### src/rtl/ecp_pkg.sv
package ecp_pkg;

  // Per-channel control word; bit order matches the ctrlBits port.
  typedef struct packed {
    logic adaptOff;
    logic bypass;
    logic muteRx;
    logic muteTx;
  } chanCtrl_t;

  // Per-sample strobes from the control unit to the datapath.
  typedef struct packed {
    logic valid;
    logic muteRx;
    logic muteTx;
    logic bypass;
    logic adaptEn;
    logic clearReq;
    logic clearDone;
  } pathStb_t;

endpackage

### src/rtl/ecp_ctrl_unit.sv
module ecp_ctrl_unit
  import ecp_pkg::*;
#(
  parameter int NUM_CH      = 32,
  parameter bit PAIRED_MODE = 1'b1,
  localparam int CH_W       = (NUM_CH > 1) ? $clog2(NUM_CH) : 1
) (
  input  logic            clk,
  input  logic            rstN,
  input  logic            frameSync,
  input  logic            inValid,
  input  logic            ctrlWe,
  input  logic [CH_W-1:0] ctrlChan,
  input  logic [3:0]      ctrlBits,
  output pathStb_t        stb,
  output logic [CH_W-1:0] stbChan
);

  localparam logic [CH_W-1:0] LAST_CH = CH_W'(NUM_CH - 1);

  chanCtrl_t       staged  [NUM_CH];
  chanCtrl_t       live    [NUM_CH];
  logic            cleared [NUM_CH];
  logic [CH_W-1:0] chanCnt;
  chanCtrl_t       wrWord;
  chanCtrl_t       cur;

  // Mute bits of the second canceller of a pair are forced clear.
  generate
    if (PAIRED_MODE) begin : g_paired
      always_comb begin
        wrWord = chanCtrl_t'(ctrlBits);
        if (ctrlChan[0]) begin
          wrWord.muteTx = 1'b0;
          wrWord.muteRx = 1'b0;
        end
      end
    end else begin : g_single
      always_comb wrWord = chanCtrl_t'(ctrlBits);
    end
  endgenerate

  always_ff @(posedge clk or negedge rstN) begin
    if (!rstN) begin
      chanCnt <= '0;
      for (int c = 0; c < NUM_CH; c++) begin
        staged[c]  <= '0;
        live[c]    <= '0;
        cleared[c] <= 1'b0;
      end
    end else begin
      if (frameSync) begin
        chanCnt <= '0;
        for (int c = 0; c < NUM_CH; c++) begin
          live[c]    <= staged[c];
          // Cleared once a whole frame ran in bypass and bypass continues.
          cleared[c] <= live[c].bypass & staged[c].bypass;
        end
      end else if (inValid) begin
        chanCnt <= (chanCnt == LAST_CH) ? '0 : chanCnt + 1'b1;
      end
      if (ctrlWe && (int'(ctrlChan) < NUM_CH)) begin
        staged[ctrlChan] <= wrWord;
      end
    end
  end

  always_comb begin
    cur           = live[chanCnt];
    stb.valid     = inValid & ~frameSync;
    stb.muteRx    = cur.muteRx;
    stb.muteTx    = cur.muteTx;
    stb.bypass    = cur.bypass;
    stb.adaptEn   = ~cur.bypass & ~cur.adaptOff;
    stb.clearReq  = cur.bypass;
    stb.clearDone = cleared[chanCnt] & cur.bypass;
    stbChan       = chanCnt;
  end

endmodule

### src/rtl/ecp_data_path.sv
module ecp_data_path
  import ecp_pkg::*;
#(
  parameter int          NUM_CH     = 32,
  parameter int          DATA_W     = 8,
  parameter int          RX_DLY     = 2,
  parameter int          TX_DLY     = 3,
  parameter int          BYP_DLY    = 2,
  parameter logic [DATA_W-1:0] QUIET_CODE = 8'hFF,
  localparam int         CH_W       = (NUM_CH > 1) ? $clog2(NUM_CH) : 1
) (
  input  logic              clk,
  input  logic              rstN,
  input  pathStb_t          stb,
  input  logic [CH_W-1:0]   stbChan,
  input  logic [DATA_W-1:0] rinData,
  input  logic [DATA_W-1:0] sinData,
  input  logic [DATA_W-1:0] echoEst,
  output logic              outValid,
  output logic [CH_W-1:0]   outChan,
  output logic [DATA_W-1:0] routData,
  output logic [DATA_W-1:0] soutData,
  output logic              coefClear,
  output logic              adaptEn,
  output logic              coefDone
);

  // Per-channel frame delay lines; tap 0 holds the newest sample.
  logic [DATA_W-1:0] rxTap  [RX_DLY][NUM_CH];
  logic [DATA_W-1:0] txTap  [TX_DLY][NUM_CH];
  logic [DATA_W-1:0] bypTap [BYP_DLY][NUM_CH];
  logic [DATA_W-1:0] cancelled;
  logic [DATA_W-1:0] rxOld;
  logic [DATA_W-1:0] txOld;
  logic [DATA_W-1:0] bypOld;

  // Stand-in for the filter: remove the supplied estimate.
  assign cancelled = sinData - echoEst;
  assign rxOld     = rxTap[RX_DLY-1][stbChan];
  assign txOld     = txTap[TX_DLY-1][stbChan];
  assign bypOld    = bypTap[BYP_DLY-1][stbChan];

  always_ff @(posedge clk or negedge rstN) begin
    if (!rstN) begin
      for (int t = 0; t < RX_DLY; t++)
        for (int c = 0; c < NUM_CH; c++) rxTap[t][c] <= '0;
      for (int t = 0; t < TX_DLY; t++)
        for (int c = 0; c < NUM_CH; c++) txTap[t][c] <= '0;
      for (int t = 0; t < BYP_DLY; t++)
        for (int c = 0; c < NUM_CH; c++) bypTap[t][c] <= '0;
    end else if (stb.valid) begin
      for (int t = RX_DLY - 1; t > 0; t--) rxTap[t][stbChan] <= rxTap[t-1][stbChan];
      for (int t = TX_DLY - 1; t > 0; t--) txTap[t][stbChan] <= txTap[t-1][stbChan];
      for (int t = BYP_DLY - 1; t > 0; t--) bypTap[t][stbChan] <= bypTap[t-1][stbChan];
      rxTap[0][stbChan]  <= rinData;
      txTap[0][stbChan]  <= cancelled;
      bypTap[0][stbChan] <= sinData;
    end
  end

  always_ff @(posedge clk or negedge rstN) begin
    if (!rstN) begin
      outValid  <= 1'b0;
      outChan   <= '0;
      routData  <= '0;
      soutData  <= '0;
      coefClear <= 1'b0;
      adaptEn   <= 1'b0;
      coefDone  <= 1'b0;
    end else begin
      outValid  <= stb.valid;
      coefClear <= stb.valid & stb.clearReq;
      adaptEn   <= stb.valid & stb.adaptEn;
      coefDone  <= stb.valid & stb.clearDone;
      if (stb.valid) begin
        outChan  <= stbChan;
        routData <= stb.muteRx ? QUIET_CODE : rxOld;
        if (stb.muteTx)      soutData <= QUIET_CODE;
        else if (stb.bypass) soutData <= bypOld;
        else                 soutData <= txOld;
      end
    end
  end

endmodule

### src/rtl/echo_path_ctrl.sv
module echo_path_ctrl
  import ecp_pkg::*;
#(
  parameter int          NUM_CH      = 32,
  parameter int          DATA_W      = 8,
  parameter int          RX_DLY      = 2,
  parameter int          TX_DLY      = 3,
  parameter int          BYP_DLY     = 2,
  parameter logic [DATA_W-1:0] QUIET_CODE = 8'hFF,
  parameter bit          PAIRED_MODE = 1'b1,
  localparam int         CH_W        = (NUM_CH > 1) ? $clog2(NUM_CH) : 1
) (
  input  logic              clk,
  input  logic              rstN,
  input  logic              frameSync,
  input  logic              inValid,
  input  logic [DATA_W-1:0] rinData,
  input  logic [DATA_W-1:0] sinData,
  input  logic [DATA_W-1:0] echoEst,
  input  logic              ctrlWe,
  input  logic [CH_W-1:0]   ctrlChan,
  input  logic [3:0]        ctrlBits,
  output logic              outValid,
  output logic [CH_W-1:0]   outChan,
  output logic [DATA_W-1:0] routData,
  output logic [DATA_W-1:0] soutData,
  output logic              coefClear,
  output logic              adaptEn,
  output logic              coefDone
);

  pathStb_t        stbBus;
  logic [CH_W-1:0] stbChan;

  ecp_ctrl_unit #(
    .NUM_CH      (NUM_CH),
    .PAIRED_MODE (PAIRED_MODE)
  ) u_ctrl (
    .clk       (clk),
    .rstN      (rstN),
    .frameSync (frameSync),
    .inValid   (inValid),
    .ctrlWe    (ctrlWe),
    .ctrlChan  (ctrlChan),
    .ctrlBits  (ctrlBits),
    .stb       (stbBus),
    .stbChan   (stbChan)
  );

  ecp_data_path #(
    .NUM_CH     (NUM_CH),
    .DATA_W     (DATA_W),
    .RX_DLY     (RX_DLY),
    .TX_DLY     (TX_DLY),
    .BYP_DLY    (BYP_DLY),
    .QUIET_CODE (QUIET_CODE)
  ) u_data (
    .clk       (clk),
    .rstN      (rstN),
    .stb       (stbBus),
    .stbChan   (stbChan),
    .rinData   (rinData),
    .sinData   (sinData),
    .echoEst   (echoEst),
    .outValid  (outValid),
    .outChan   (outChan),
    .routData  (routData),
    .soutData  (soutData),
    .coefClear (coefClear),
    .adaptEn   (adaptEn),
    .coefDone  (coefDone)
  );

endmodule

### config.mk
export PLATFORM = sky130hd
export DESIGN_NAME = echo_path_ctrl
export DESIGN_NICKNAME = d
export VERILOG_FILES = /design/src/rtl/ecp_pkg.sv /design/src/rtl/ecp_ctrl_unit.sv /design/src/rtl/ecp_data_path.sv /design/src/rtl/echo_path_ctrl.sv
export SDC_FILE = /design/constraint.sdc
export NUM_CORES = 2
export LEC_CHECK = 0
export BUFFER_PORTS_ARGS = -buffer_cell sky130_fd_sc_hd__buf_2
export CAP_MARGIN = 20
export CORE_MARGIN = 1.5
export CORE_UTILIZATION = 55
export CTS_CLUSTER_DIAMETER = 30
export DETAILED_ROUTE_END_ITERATION = 10
export PLACE_DENSITY_LB_ADDON = 0.25
export SYNTH_ARGS = -nofsm -noshare
export SYNTH_HDL_FRONTEND = slang
export SYNTH_SLANG_ARGS = --single-unit
### constraint.sdc
create_clock -name clk -period 4.05 [get_ports clk]
set_input_delay 0.2025 -clock clk [delete_from_list [all_inputs] [get_ports clk]]
set_output_delay 0.2025 -clock clk [all_outputs]
set_load 0.01 [all_outputs]
**Yosys cells after proc, flatten, opt, wreduce, memory -nomap -nowiden**

Cells that the tools add are included.

- $add $sub $neg: 2
- Magnitude comparators: 4
- Equal/unequal tests: 1
- Multiplexer cells: 46
- Bitwise logic cells: 43
- Reductions and logical operators: 3

Operator list:

| kind | count |
|---|---|
| 256-bit bitwise mux | 7 |
| 8-bit binary-select mux with 5-bit select | 7 |
| 8-bit two-way mux | 18 |
| 128-bit bitwise mux | 1 |
| 8-bit demux with 5-bit select | 1 |
| 1-bit AND | 38 |
| 4-bit binary-select mux with 5-bit select | 1 |
| 4-bit demux with 5-bit select | 1 |
| 5-bit two-way mux | 3 |
| 6-bit >= comparator (second input constant) | 2 |
| 6-bit by 1-bit < comparator with 1-bit output (second input constant) | 2 |
| 4-bit two-way mux | 3 |
| 5-bit inverter with 6-bit output | 2 |
| 8-bit subtractor | 1 |
| 5-bit by 1-bit adder with 5-bit output (second input constant) | 1 |
| 1-bit binary-select mux with 5-bit select | 1 |
| 5-bit equality test (second input constant) | 1 |
| 1-bit inverter | 3 |
| 1-bit logical AND | 2 |
| 1-bit two-way mux | 2 |
| 2-bit two-way mux | 1 |
| 2-bit nonzero test | 1 |

- Bits in registers: 2,110
- Output and inout bits: 25
- Logic and storage cells: 619

**Longest topological paths before layout**

- Depth in word-level cells: 7
- Depth in mapped cells: 16
- Gate-level depth less buffers: 9

**Cells and area by module**

From an unflattened synthesis, not the netlist that was laid out.

- Cell total of the unflattened synthesis: 7,689
- Area, all modules: 91,263.8 µm²

By module, submodules not included:

| module | instances | cells an instance | area each (µm²) | seq. area each (µm²) |
|---|---|---|---|---|
| ecp_data_path | 1 | 6,805 | 78,773.0 | 45,468.6 |
| ecp_ctrl_unit | 1 | 884 | 12,490.7 | 7,332.0 |

**Worst setup path after synthesis**

Ideal clock, no wire load.

- Path type: flip-flop to flip-flop
- Start: register u_ctrl.chanCnt[1], in the netlist u_ctrl.stbChan[1]
- End: register u_data.bypTap[16] (netlist bit)
- Arrival time: 3.085 ns
- Setup slack: 0.831 ns
- Stages on the path, launching flop included: 16
- Path buffers: 10
- Period minus slack after synthesis: 3.219 ns
- Cell sequence: dfrtp_1 buf_2 buf_4 buf_4 buf_2 buf_4 buf_2 buf_2 inv_1 ha_1 and2_1 clkbuf_1 nand2_1 clkbuf_1 clkbuf_1 o21ai_0

- Longest elaborated chain between the ends: 6
- Elaborated cells on any way between the ends: 10
- Classes of those cells: order compare (2); mux (6); bitwise (1); reduce/logical (1)

RTL lines:

| element | line | source |
|---|---|---|
| start, declared | ecp_ctrl_unit.sv:24 | `logic [CH_W-1:0] chanCnt;` |
| start signal, assigned | ecp_ctrl_unit.sv:60 | `chanCnt <= (chanCnt == LAST_CH) ? '0 : chanCnt + 1'b1;` |
| 5-bit inverter with 6-bit output (implied by the code) * | ecp_data_path.sv:54 | `for (int t = BYP_DLY - 1; t > 0; t--) bypTap[t][stbChan] <= bypTap[t-1][stbChan];` |
| 6-bit >= comparator (implied by the code) / 6-bit by 1-bit < comparator with 1-bit output (equally long branches) | ecp_data_path.sv:54 |  |
| 1-bit logical AND (implied by the code) | ecp_data_path.sv:54 |  |
| 8-bit two-way mux (implied by the code) | ecp_data_path.sv:54 |  |
| 8-bit demux with 5-bit select | ecp_data_path.sv:54 |  |
| 256-bit bitwise mux * | ecp_data_path.sv:54 |  |
| end signal, assigned by index | ecp_data_path.sv:57 | `bypTap[0][stbChan] <= sinData;` |
| end, declared | ecp_data_path.sv:31 | `logic [DATA_W-1:0] bypTap [BYP_DLY][NUM_CH];` |

Mark *: on every way between the ends. The rest lies on a longest branch, timed or not. The select of a mux whose other input is x is not followed.
A chain may end at the register's enable or synchronous reset.

**Final worst setup path**

- Start: register u_ctrl.chanCnt[3], in the netlist u_ctrl.stbChan[3]
- End: register u_data.txTap[332] (netlist bit)

- Longest elaborated chain between the ends: 6
- Elaborated cells on any way between the ends: 10
- Classes of those cells: order compare (2); mux (6); bitwise (1); reduce/logical (1)

RTL lines:

| element | line | source |
|---|---|---|
| 5-bit inverter with 6-bit output (implied by the code) * | ecp_data_path.sv:53 | `for (int t = TX_DLY - 1; t > 0; t--) txTap[t][stbChan] <= txTap[t-1][stbChan];` |
| 6-bit >= comparator (implied by the code) / 6-bit by 1-bit < comparator with 1-bit output (equally long branches) | ecp_data_path.sv:53 |  |
| 1-bit logical AND (implied by the code) | ecp_data_path.sv:53 |  |
| 8-bit two-way mux (implied by the code) | ecp_data_path.sv:53 |  |
| 8-bit demux with 5-bit select | ecp_data_path.sv:53 |  |
| 256-bit bitwise mux * | ecp_data_path.sv:53 |  |
| end signal, assigned by index | ecp_data_path.sv:56 | `txTap[0][stbChan] <= cancelled;` |
| end, declared | ecp_data_path.sv:30 | `logic [DATA_W-1:0] txTap [TX_DLY][NUM_CH];` |

Marks and branches as above.

==> results.yml <==
routing:
  vias_per_cell: 6.26
  vias: 64200
  drt_iter0_drc: 6772
  avgRoutedWirePerCell_um: 26.7
  drc_errors: 0
  postRouteAntennaNets: 0
  drtPass1Iterations: 5
  routed_wl_mm: 274
logic_synthesis:
  synth_top_family_by_area: "multiplexers"
  synth_compound_area_share_pct: 10.2
  async_flop_share_pct: 100
  avgSynthCellArea_um2: 12.0
  synth-simple-area-share_pct: 7.48
  ys_ff_latch: 2110
  ys.flop_type: "dfrtp_1"
  yosys_warnings: 0
  synthesis.instances: 7581
  synth-edff-count: 0
  synth_fp_nets: 7632
  yosys.area_share.adder_pct: 0.186
  synthMuxAreaShare_pct: 20.4
  ys_types: 71
  netlist_area_mm2: 0.0912
  synth-xor-area-share_pct: 0.0576
  synth-seq-area-share_pct: 57.9
sta:
  final-setup-viol-count: 0
  hold_slack_ps: -2.84
  layout_setup_ws_ps: 544
  worst_slew_pin_slew_ps: 1070
  finalCritPeriodShare_pct: 86.6
  fmax_mhz: 285
  clock_skew_ps: 92.2
  relSlewSlack_pct: 28.8
  rsz0062_at_grt: "no"
  fin_crit_ps: 3510
  fin_setup_tns_ps: 0
  hold_viol: 3
  slew_violations: 0
power:
  internal_power_mw: 48.6
  pwr-share-comb_pct: 7.8
  swShare_pct: 24.5
  ir_worst_vdd_mv: 0.471
  finalPower_mw: 64.4
  power_density_mw_per_mm2: 583
  p_switching_mw: 15.8
  leakage_nw: 49.8
  seqPwrFrac_pct: 35.8
  p_clk_share_pct: 56.4
run_status:
  violations: "hold timing"
  status: "finished with violations"
die:
  core_area_mm2: 0.165
  row_count: 149
  start_util_pct: 55.4
  dieArea_mm2: 0.168
  fp.dieH_um: 410
  pin_count: 63
  chipWidth_um: 410
clocking:
  cts_tree: "built"
  post_cts_buffers: 0
  cts_max_path_buffers: 4
  clk_pin_slew_ps: 50
  clock_latency_ps: 980
  cts_resized: 0
  cts_root_buf: "clkbuf_16"
  htree_levels: 5
  cts_buffers: 440
  cts.sinks: 2110
cells_and_area:
  fin_util_pct: 66.9
  drive_above_1_share_pct: 27.4
  nNetsFinal: 7758
  stdcell_area_mm2: 0.110
  stdcell_count: 10300
  nFillCells: 11400
  area_growth_syn_to_layout_pct: 20.9
placed_design:
  dpl_worst_slack_ps: 599
  portBuffers: 62
  placed_cells: 9416
  hpwl_mm: 154
  place.gp.congestion: 0.831
  placed_area_mm2: 0.0948
global_routing:
  grt_max_degree: 104
  grt_pass1_vias: 65700
  gr-usage-all-layers_pct: 32.8
  gr-total-overflow: 0
  grt_pass1_wl_mm: 417
  antenna_found_initial: 9
setup_path:
  critPathMaxFanout: 32
  path_class: "reg2reg"
  critical_path_required_ps: 4880
  arrival_ps: 4330
  worst_setup_path_start_kind: "register"
  crit_path_end_kind: "register"
worst_hold_path:
  hold_class: "in2reg"
run:
  cap_violations: 0
==> flip-flops by register name (all words and copies together), names as in the netlist <==
name / flops
u_data.txTap: 768
u_data.bypTap: 512
u_data.rxTap: 512
u_ctrl.live: 128
u_ctrl.staged: 128
u_ctrl.cleared: 32
u_data.routData: 8
u_data.soutData: 8
u_ctrl.stbChan: 5
u_data.outChan: 5
u_data.adaptEn: 1
u_data.coefClear: 1
u_data.coefDone: 1
u_data.outValid: 1
==> final cells by class <==
cell class / count / area [um^2] / share of cell area [%]
multi-input cells: 4718 / 35300 / 32.0
clock inverters: 249 / 2950 / 2.67
well taps: 2189 / 2740 / 2.48
flip-flops and latches: 2110 / 52800 / 47.9
inverters: 45 / 169 / 0.153
diodes: 3 / 7.51 / 0.00680
repair buffers: 392 / 4160 / 3.77
clock buffers: 556 / 12200 / 11.1
==> cell families (layout without fill, tap and decap cells) <==
| kind of cell | count (synthesis) | after routing |
|---|---|---|
| xor+xnor | 6 | 6 |
| buf+inv | 753 | 1242 |
| flops | 2110 | 2110 |
| other cells | 0 | 3 |
| compound gates | 1716 | 1716 |
| mux | 1326 | 1326 |
| fa+ha+maj | 13 | 13 |
| simple gates | 1657 | 1657 |
==> Yosys cell counts, types with 4 or more instances <==
cell,count,area [um^2]
o22a_1,15,131
o21ai_1,592,2960
ha_1,12,150
nor4_1,32,200
nand4bb_1,4,45.0
nand3_1,39,195
xnor2_1,4,35.0
mux2_2,686,7720
a21oi_1,6,30.0
dfrtp_1,2110,52800
and4_1,10,87.6
mux4_1,8,210
nand3b_1,4,30.0
and3_1,20,125
mux2i_1,287,2870
inv_1,45,169
nor2b_1,22,138
buf_6,20,225
o21ai_0,791,3960
o211ai_1,4,30.0
buf_4,65,488
clkbuf_1,464,1740
mux4_4,7,175
mux4_2,336,7570
buf_12,4,80.1
and2_1,23,144
a22o_1,17,149
nand4_1,7,43.8
nor3b_1,5,37.5
a21oi_2,4,35.0
a22oi_1,123,923
nor2_1,29,109
o22ai_1,139,870
buf_1,12,45.0
buf_2,139,696
nand2b_1,5,31.3
nand2_1,1427,5360
a221oi_1,16,140
==> worst paths after layout <==
check	startpoint	to	slack (ps)	cells after the start
min reg2reg	u_data.txTap[490]$_DFFE_PN0P_	u_data.txTap[490]$_DFFE_PN0P_	470	2
max reg2reg	u_ctrl.stbChan[3]$_DFFE_PN0P_	u_data.txTap[332]$_DFFE_PN0P_	540	7
min	sinData[7]	u_data.bypTap[455]$_DFFE_PN0P_	-3	2
min in group asynchronous	rstN	u_ctrl.staged[34]$_DFFE_PN0P_	520	3
max in group asynchronous	rstN	u_ctrl.staged[79]$_DFFE_PN0P_	1880	4
max	u_ctrl.stbChan[3]$_DFFE_PN0P_	u_data.txTap[332]$_DFFE_PN0P_	540	7
==> repair_timing <==
item / CTS / global route
hold buffers: 36 / 1
hold endpoints to repair: 879 / 1
setup endpoints to repair: 0 / 0
==> power by group through the flow <==
stage	combinational, mW	clock, mW	sequential (mW)
floorplan	3.29	0	23.0
global placement	4.82	0	23.2
detailed placement	4.93	0	23.3
CTS	5.00	36.5	23.0
global route	5.42	37.6	23.1
finish	5.02	36.3	23.0
==> critical path, stage by stage (launching register included) <==
cell,delay (ps)
dfrtp_1,960
nand2_1,410
nor2_4,650
buf_4,450
a22oi_1,140
and4_1,240
buf_4,240
o21ai_0,240
==> cells in the final DEF (no fill, tap or decap), drive strengths merged, types with 5 or more instances in the layout <==
cell	instances
dfrtp	2110
nand2	1427
o21ai	1383
mux2	688
clkbuf	556
buf	355
mux4	351
mux2i	287
o22ai	139
a22oi	123
clkinv	97
inv	80
clkinvlp	67
bufinv	50
nand3	40
dlygate4sd3	37
nor4	32
nor2	30
nor2b	23
and2	23
and3	20
a22o	17
a221oi	17
o22a	15
ha	12
a21oi	11
and4	10
nand4	8
nor3b	6
nand2b	5
nor3	5
==> routing by layer <==
metal	up-vias	track usage, %	wire, um
met5	-	0	12
met4	2	13.3	10600
met3	716	6.48	21800
met2	2943	51.5	130000
met1	33300	45.2	112000
li1	27300	-	-
Power figures use the tool's default switching activity.
